### src/rtl/hsd_pkg.sv
package hsd_pkg;
    localparam int SEG_W = 7;
    typedef logic [SEG_W-1:0] seg_t;
    localparam seg_t SEG_OFF = '0;

    typedef struct packed {
        seg_t tens;
        seg_t units;
        seg_t digit;
    } seg_bank_t;
endpackage

### src/rtl/hsd_hour_split.sv
module hsd_hour_split #(
    parameter int HOUR_W   = 4,
    parameter int DIGIT_W  = 4,
    parameter int HOUR_MAX = 12
) (
    input  logic [HOUR_W-1:0]  hour,
    output logic [DIGIT_W-1:0] tens,
    output logic [DIGIT_W-1:0] units,
    output logic               in_range
);
    localparam int RADIX = 10;

    always_comb begin
        int h;
        h        = int'(hour);
        in_range = (h >= 1) && (h <= HOUR_MAX);
        tens     = DIGIT_W'(h / RADIX);
        units    = DIGIT_W'(h % RADIX);
    end
endmodule

### src/rtl/hsd_digit_dec.sv
module hsd_digit_dec
    import hsd_pkg::*;
#(
    parameter int DIGIT_W = 4
) (
    input  logic [DIGIT_W-1:0] digit,
    input  logic               enable,
    output seg_t               seg
);
    // bit 0 = A ... bit 6 = G, active high
    always_comb begin
        int d;
        d = int'(digit);
        case (d)
            0:       seg = 7'h3F;
            1:       seg = 7'h06;
            2:       seg = 7'h5B;
            3:       seg = 7'h4F;
            4:       seg = 7'h66;
            5:       seg = 7'h6D;
            6:       seg = 7'h7D;
            7:       seg = 7'h07;
            8:       seg = 7'h7F;
            9:       seg = 7'h6F;
            default: seg = SEG_OFF;
        endcase
        if (!enable) begin
            seg = SEG_OFF;
        end
    end
endmodule

### src/rtl/hour_seg_decoder.sv
module hour_seg_decoder
    import hsd_pkg::*;
#(
    parameter int HOUR_W   = 4,
    parameter int DIGIT_W  = 4,
    parameter int HOUR_MAX = 12,
    parameter bit OUT_REG  = 1'b1
) (
    input  logic               clk,
    input  logic               rst_n,
    input  logic [HOUR_W-1:0]  hour_bin,
    input  logic [DIGIT_W-1:0] digit_bcd,
    output logic [SEG_W-1:0]   seg_hour_tens,
    output logic [SEG_W-1:0]   seg_hour_units,
    output logic [SEG_W-1:0]   seg_digit
);
    localparam int N_DEC = 3;
    localparam int IDX_TENS  = 0;
    localparam int IDX_UNITS = 1;
    localparam int IDX_DIGIT = 2;

    logic [DIGIT_W-1:0] tens_dig;
    logic [DIGIT_W-1:0] units_dig;
    logic               hour_ok;

    hsd_hour_split #(
        .HOUR_W   (HOUR_W),
        .DIGIT_W  (DIGIT_W),
        .HOUR_MAX (HOUR_MAX)
    ) u_split (
        .hour     (hour_bin),
        .tens     (tens_dig),
        .units    (units_dig),
        .in_range (hour_ok)
    );

    logic [N_DEC-1:0][DIGIT_W-1:0] dec_in;
    logic [N_DEC-1:0]              dec_en;
    logic [N_DEC-1:0][SEG_W-1:0]   dec_seg;

    always_comb begin
        dec_in[IDX_TENS]  = tens_dig;
        dec_in[IDX_UNITS] = units_dig;
        dec_in[IDX_DIGIT] = digit_bcd;
        dec_en[IDX_TENS]  = hour_ok;
        dec_en[IDX_UNITS] = hour_ok;
        dec_en[IDX_DIGIT] = 1'b1;
    end

    for (genvar g = 0; g < N_DEC; g++) begin : g_dec
        hsd_digit_dec #(
            .DIGIT_W (DIGIT_W)
        ) u_dec (
            .digit  (dec_in[g]),
            .enable (dec_en[g]),
            .seg    (dec_seg[g])
        );
    end

    seg_bank_t bank_d;
    seg_bank_t bank_q;
    seg_bank_t bank_out;

    always_comb begin
        bank_d.tens  = dec_seg[IDX_TENS];
        bank_d.units = dec_seg[IDX_UNITS];
        bank_d.digit = dec_seg[IDX_DIGIT];
    end

    always_ff @(posedge clk or negedge rst_n) begin
        if (!rst_n) begin
            bank_q <= '0;
        end else begin
            bank_q <= bank_d;
        end
    end

    if (OUT_REG) begin : g_reg_out
        assign bank_out = bank_q;
    end else begin : g_comb_out
        assign bank_out = bank_d;
    end

    assign seg_hour_tens  = bank_out.tens;
    assign seg_hour_units = bank_out.units;
    assign seg_digit      = bank_out.digit;
endmodule

### config.mk
export PLATFORM = sky130hd
export DESIGN_NAME = hour_seg_decoder
export DESIGN_NICKNAME = d
export VERILOG_FILES = /design/src/rtl/hsd_pkg.sv /design/src/rtl/hsd_hour_split.sv /design/src/rtl/hsd_digit_dec.sv /design/src/rtl/hour_seg_decoder.sv
export SDC_FILE = /design/constraint.sdc
export NUM_CORES = 1
export LEC_CHECK = 0
export BUFFER_PORTS_ARGS = -buffer_cell sky130_fd_sc_hd__buf_2
export CAP_MARGIN = 30
export CORE_MARGIN = 1
export CORE_UTILIZATION = 49
export CTS_CLUSTER_DIAMETER = 80
export DETAILED_ROUTE_END_ITERATION = 10
export HOLD_SLACK_MARGIN = 0.12
export PLACE_DENSITY = 0.87
export SLEW_MARGIN = 10
export SYNTH_ARGS = -nofsm -noshare
export SYNTH_HDL_FRONTEND = slang
export SYNTH_SLANG_ARGS = --single-unit
### constraint.sdc
create_clock -name clk -period 0.8 [get_ports clk]
set_input_delay 0 -clock clk [delete_from_list [all_inputs] [get_ports clk]]
set_output_delay 0 -clock clk [all_outputs]
set_load 0.01 [all_outputs]
## Word-level counts from Yosys, hierarchy flattened

Memory sizes are Yosys's and may differ from the RTL's. A register that Yosys moved wholly into a read port is not among the register bits.
Index checks and enable logic that the tools add are counted.

- Divide/modulo/power cells: 2
- Reduce and logical (&&, ||, !) cells: 2
- Order comparisons: 2
- Mux-type cells: 2

Operators with widths:

| kind | count |
|---|---|
| divider 5 x 5 -> 32 bit (second input constant) | 1 |
| modulo 5 x 5 -> 32 bit (second input constant) | 1 |
| 2-to-1 mux 7 bit | 2 |
| greater-or-equal comparator 4 x 1 -> 1 bit (second input constant) | 1 |
| less-or-equal comparator 4 bit (second input constant) | 1 |
| logical AND 1 bit | 1 |
| logical NOT 1 bit | 1 |

- Input bits: 10
- Logic and storage cells: 13
- Output and inout bits: 21
- Flip-flop bits (word level): 14
- ROM bits: 336
- Memories: 3

Memories:

| name | words | width | read ports | clocked after Yosys merged registers in | write ports | line | source |
|---|---|---|---|---|---|---|---|
| (no name shown) | 16 | 7 | 1 | 0 | 0 | hsd_digit_dec.sv:14 | `case (d)` |
| (no name shown) | 16 | 7 | 1 | 0 | 0 | hsd_digit_dec.sv:14 |  |
| (no name shown) | 16 | 7 | 1 | 1 | 0 | hsd_digit_dec.sv:14 |  |

## Longest topological paths before layout

- Depth in word-level cells: 3
- Depth in mapped cells: 8
- Gate-level depth less buffers: 8

## By module

From an unflattened synthesis, not the netlist that was laid out.

- Cells, all modules: 133
- Area total of the unflattened synthesis: 1321.3 um^2

By module, submodules not included:

| module | area an instance (um^2) | sequential area each (um^2) | times used | cells an instance |
|---|---|---|---|---|
| hsd_digit_dec | 226.5 | 0.0 | 3 | 31 |
| hour_seg_decoder | 529.3 | 525.5 | 1 | 22 |
| hsd_hour_split | 112.6 | 0.0 | 1 | 18 |

## Worst setup path after synthesis

No wires, ideal clock.

- Kind: input to register
- Start: input hour_bin[2]
- End: register bank_q (netlist bit seg_hour_units[6])
- Buffers on the path: 1
- Setup slack: -464 ps
- Library setup time: 129 ps
- Required time: 671 ps
- Stages on the path: 7
- Arrival: 1135 ps
- Cells stage by stage: buf_4 -> inv_1 -> ha_1 -> and2b_2 -> a21oi_1 -> o221ai_1 -> a21boi_0

RTL lines:

| item | line | source |
|---|---|---|
| from (decl) | hour_seg_decoder.sv:11 | `input logic [HOUR_W-1:0] hour_bin,` |
| to (signal assigned) | hour_seg_decoder.sv:74 | `bank_q <= bank_d;` |
| to (decl) | hour_seg_decoder.sv:61 | `seg_bank_t bank_q;` |

==> reports/metrics.cfg <==
[clocking]
clk_pin_slew_ps=90
cts-root-buf=clkbuf_4
hold_buffers=3
clock_sinks=16
clk_path_buf_depth=2
cts_tree=done
cts_max_level=1
numCtsBuffers=3

[grt]
grt.overflow.total=0
grt.total_usage_pct=23.5
antenna_found_initial=0
grt_pass1_vias=840
grt_start_max_net_pins=17
grt_pass1_wl_mm=3.57

[synth]
synth_common_cells=16 x dfrtp_1, 11 x o21ai_0, 10 x ha_1, 8 x inv_1
synth_top_area_share_pct=40.3
synth_edf_count=0
synth_cell_types=33
yosys.cell_count.top_type=dfrtp_1
yosys.area.top_type=dfrtp_1
synth_warnings=0
synth_fp_nets=124
ys_ff_latch=16
netlist_area_sq_um=995
syn_avg_cell_area_sq_um=9.56
synth.yosys.seq_area_share_pct=40.3
async_flop_share_pct=100
synthFlopType=dfrtp_1
synth_area_leaders=dfrtp_1 40%, ha_1 13%, o21ai_0 5.5%
synthCells=104

[hold_path]
hold-path-cell-count=2
min_to=seg_digit[2]$_DFF_PN0_
min-delay-start=digit_bcd[3]
hp-class=in2reg

[final_layout]
fillCellCount=123
regArea_sq_um=400
final_cells=173
drive_gt1_share_pct=45.3
final_util_pct=75.7
multi_input_area_sq_um=537
num_antenna_cells=0
fin_nets=169
syn_to_final_growth_pct=38.6

[floorplanning]
core_area_sq_mm=0.00182
dieWidth_um=47.1
die_h_um=47.1
die_area_sq_mm=0.00221
io_pins=31
initial_core_util_pct=54.6
num_rows=15

[detailed_routing]
ant_nets=0
top_layer=met4
first_pass_iters=4
drt-vias-per-instance=5.49
wl_met1_um=855
wl_met3_um=137
routedWlPerCell_um=13.8
num_vias=949
wl_met2_mm=1.26
drc_errors=0
wl_mm=2.38
drt_iter0_markers=29

[timing]
fin_crit_sh_pct=113
fmax_mhz=1110
slew_viol_final=0
rsz0062_at_grt=yes
worst_slack_ps=-104
min_period_ps=904
setup_viol=13
final_hold_viol_count=0

[outcome]
outcome=complete, but fails checks
violations=negative setup slack

[placement]
io_buffers=29
gp_congestion=0.939
dp.cells=165
hpwl_mm=1.68

[critical_path]
crit_fanout=5
endpoint_kind=flop
cp_data_arrival_time_ps=1100
path_class=in2reg
worstSetupStartpointType=input port
crit_required_ps=1000

[flow_run]
drv_cap=0

[pwr]
leakage_nw=0.700
vdd_drop_max_mv=0.650
power_density_mw_per_mm2=1500

## registers in the layout (all words and copies together) (netlist names)
name,cells
seg_hour_units,7
seg_hour_tens,2
seg_digit,7
## metrics by stage
step	hold WS [ps]	setup slack, ps	setup TNS, ps	total power [W]	cell area, sq um
after floorplan	-296	-309	-1840	0.00127	1030
after global placement	-91.5	-421	-2990	0.00147	1240
after detailed placement	-85.3	-484	-3380	0.00150	1240
after CTS	30.4	-90.8	-765	0.00203	1350
after global routing	59.4	-145	-1250	0.00218	1380
final	47.4	-104	-618	0.00207	1380
## worst max-delay path by stage
stage	from	endpoint	slack, ps	cells past startpoint
after floorplan	hour_bin[1]	seg_hour_units[2]$_DFF_PN0_	-310	7
after global placement	hour_bin[1]	seg_hour_units[3]$_DFF_PN0_	-420	8
after detailed placement	hour_bin[1]	seg_hour_units[3]$_DFF_PN0_	-480	8
after CTS	hour_bin[1]	seg_hour_units[2]$_DFF_PN0_	-90	7
after global routing	hour_bin[1]	seg_hour_units[2]$_DFF_PN0_	-140	7
final	hour_bin[1]	seg_hour_units[2]$_DFF_PN0_	-100	7
## cell families (layout without fill, tap and decap cells)
logic type,after synthesis,count (layout),synth area share [%]
XOR/XNOR,1,1,0.881
AO/OA/AOI/OAI,33,33,20.1
multiplexers,2,2,2.01
flip-flops,16,16,40.3
other,1,1,0.377
adder cells (fa/ha/maj),10,10,12.6
buffers and inverters,17,61,9.69
AND/OR/NAND/NOR,24,24,14.1
## timing repair
item | CTS | global route
gates cloned | 0 | 0
gates resized for setup | 11 | 10
endpoints found under the setup margin | 13 | 33
pin swaps | 3 | 1
buffers inserted | 1 | 0
hold endpoints to repair | 23 | 2
## layer usage
metal / global-route usage (%) / up-vias
li1: - / 443
met1: 24.0 / 438
met2: 45.0 / 54
met3: 1.54 / 14
met4: 16.0 / 0
met5: 0 / -
## cell type report
class,count,area share (%)
Multi-Input combinational cell,71,38.9
Sequential cell,16,29.0
Timing Repair Buffer,49,24.2
Inverter,8,2.90
Clock buffer,4,2.63
Tap cell,25,2.27
## report_power, final
part | internal (W) | switching [W] | leakage, nW
registers | 0.000891 | 0.0000237 | 0.189
clock network | 0.000277 | 0.000232 | 0.0210
logic | 0.000310 | 0.000341 | 0.491
total | 0.00148 | 0.000596 | 0.700
## critical path: stages
cell and delay [ps]:
buf_8 90, inv_6 30, ha_4 270, and2b_2 230, o211ai_1 190, nand2_2 120
a31oi_1 170
## cells in the final DEF, fill, tap and decap left out, types with 2 or more instances in the layout
master,n
mux2i_1,2
dfrtp_1,16
buf_2,25
ha_1,9
buf_6,3
a31oi_1,2
o21ai_0,7
a21oi_1,4
inv_6,2
dlygate4sd3_1,2
nand3_1,3
a21oi_2,3
nand2_1,4
buf_4,17
o22ai_1,4
and3_2,3
inv_1,6
clkbuf_4,3
nand2b_1,4
o21ai_1,4
nor2b_1,2
No activity file was read; power rests on OpenSTA's default activity.
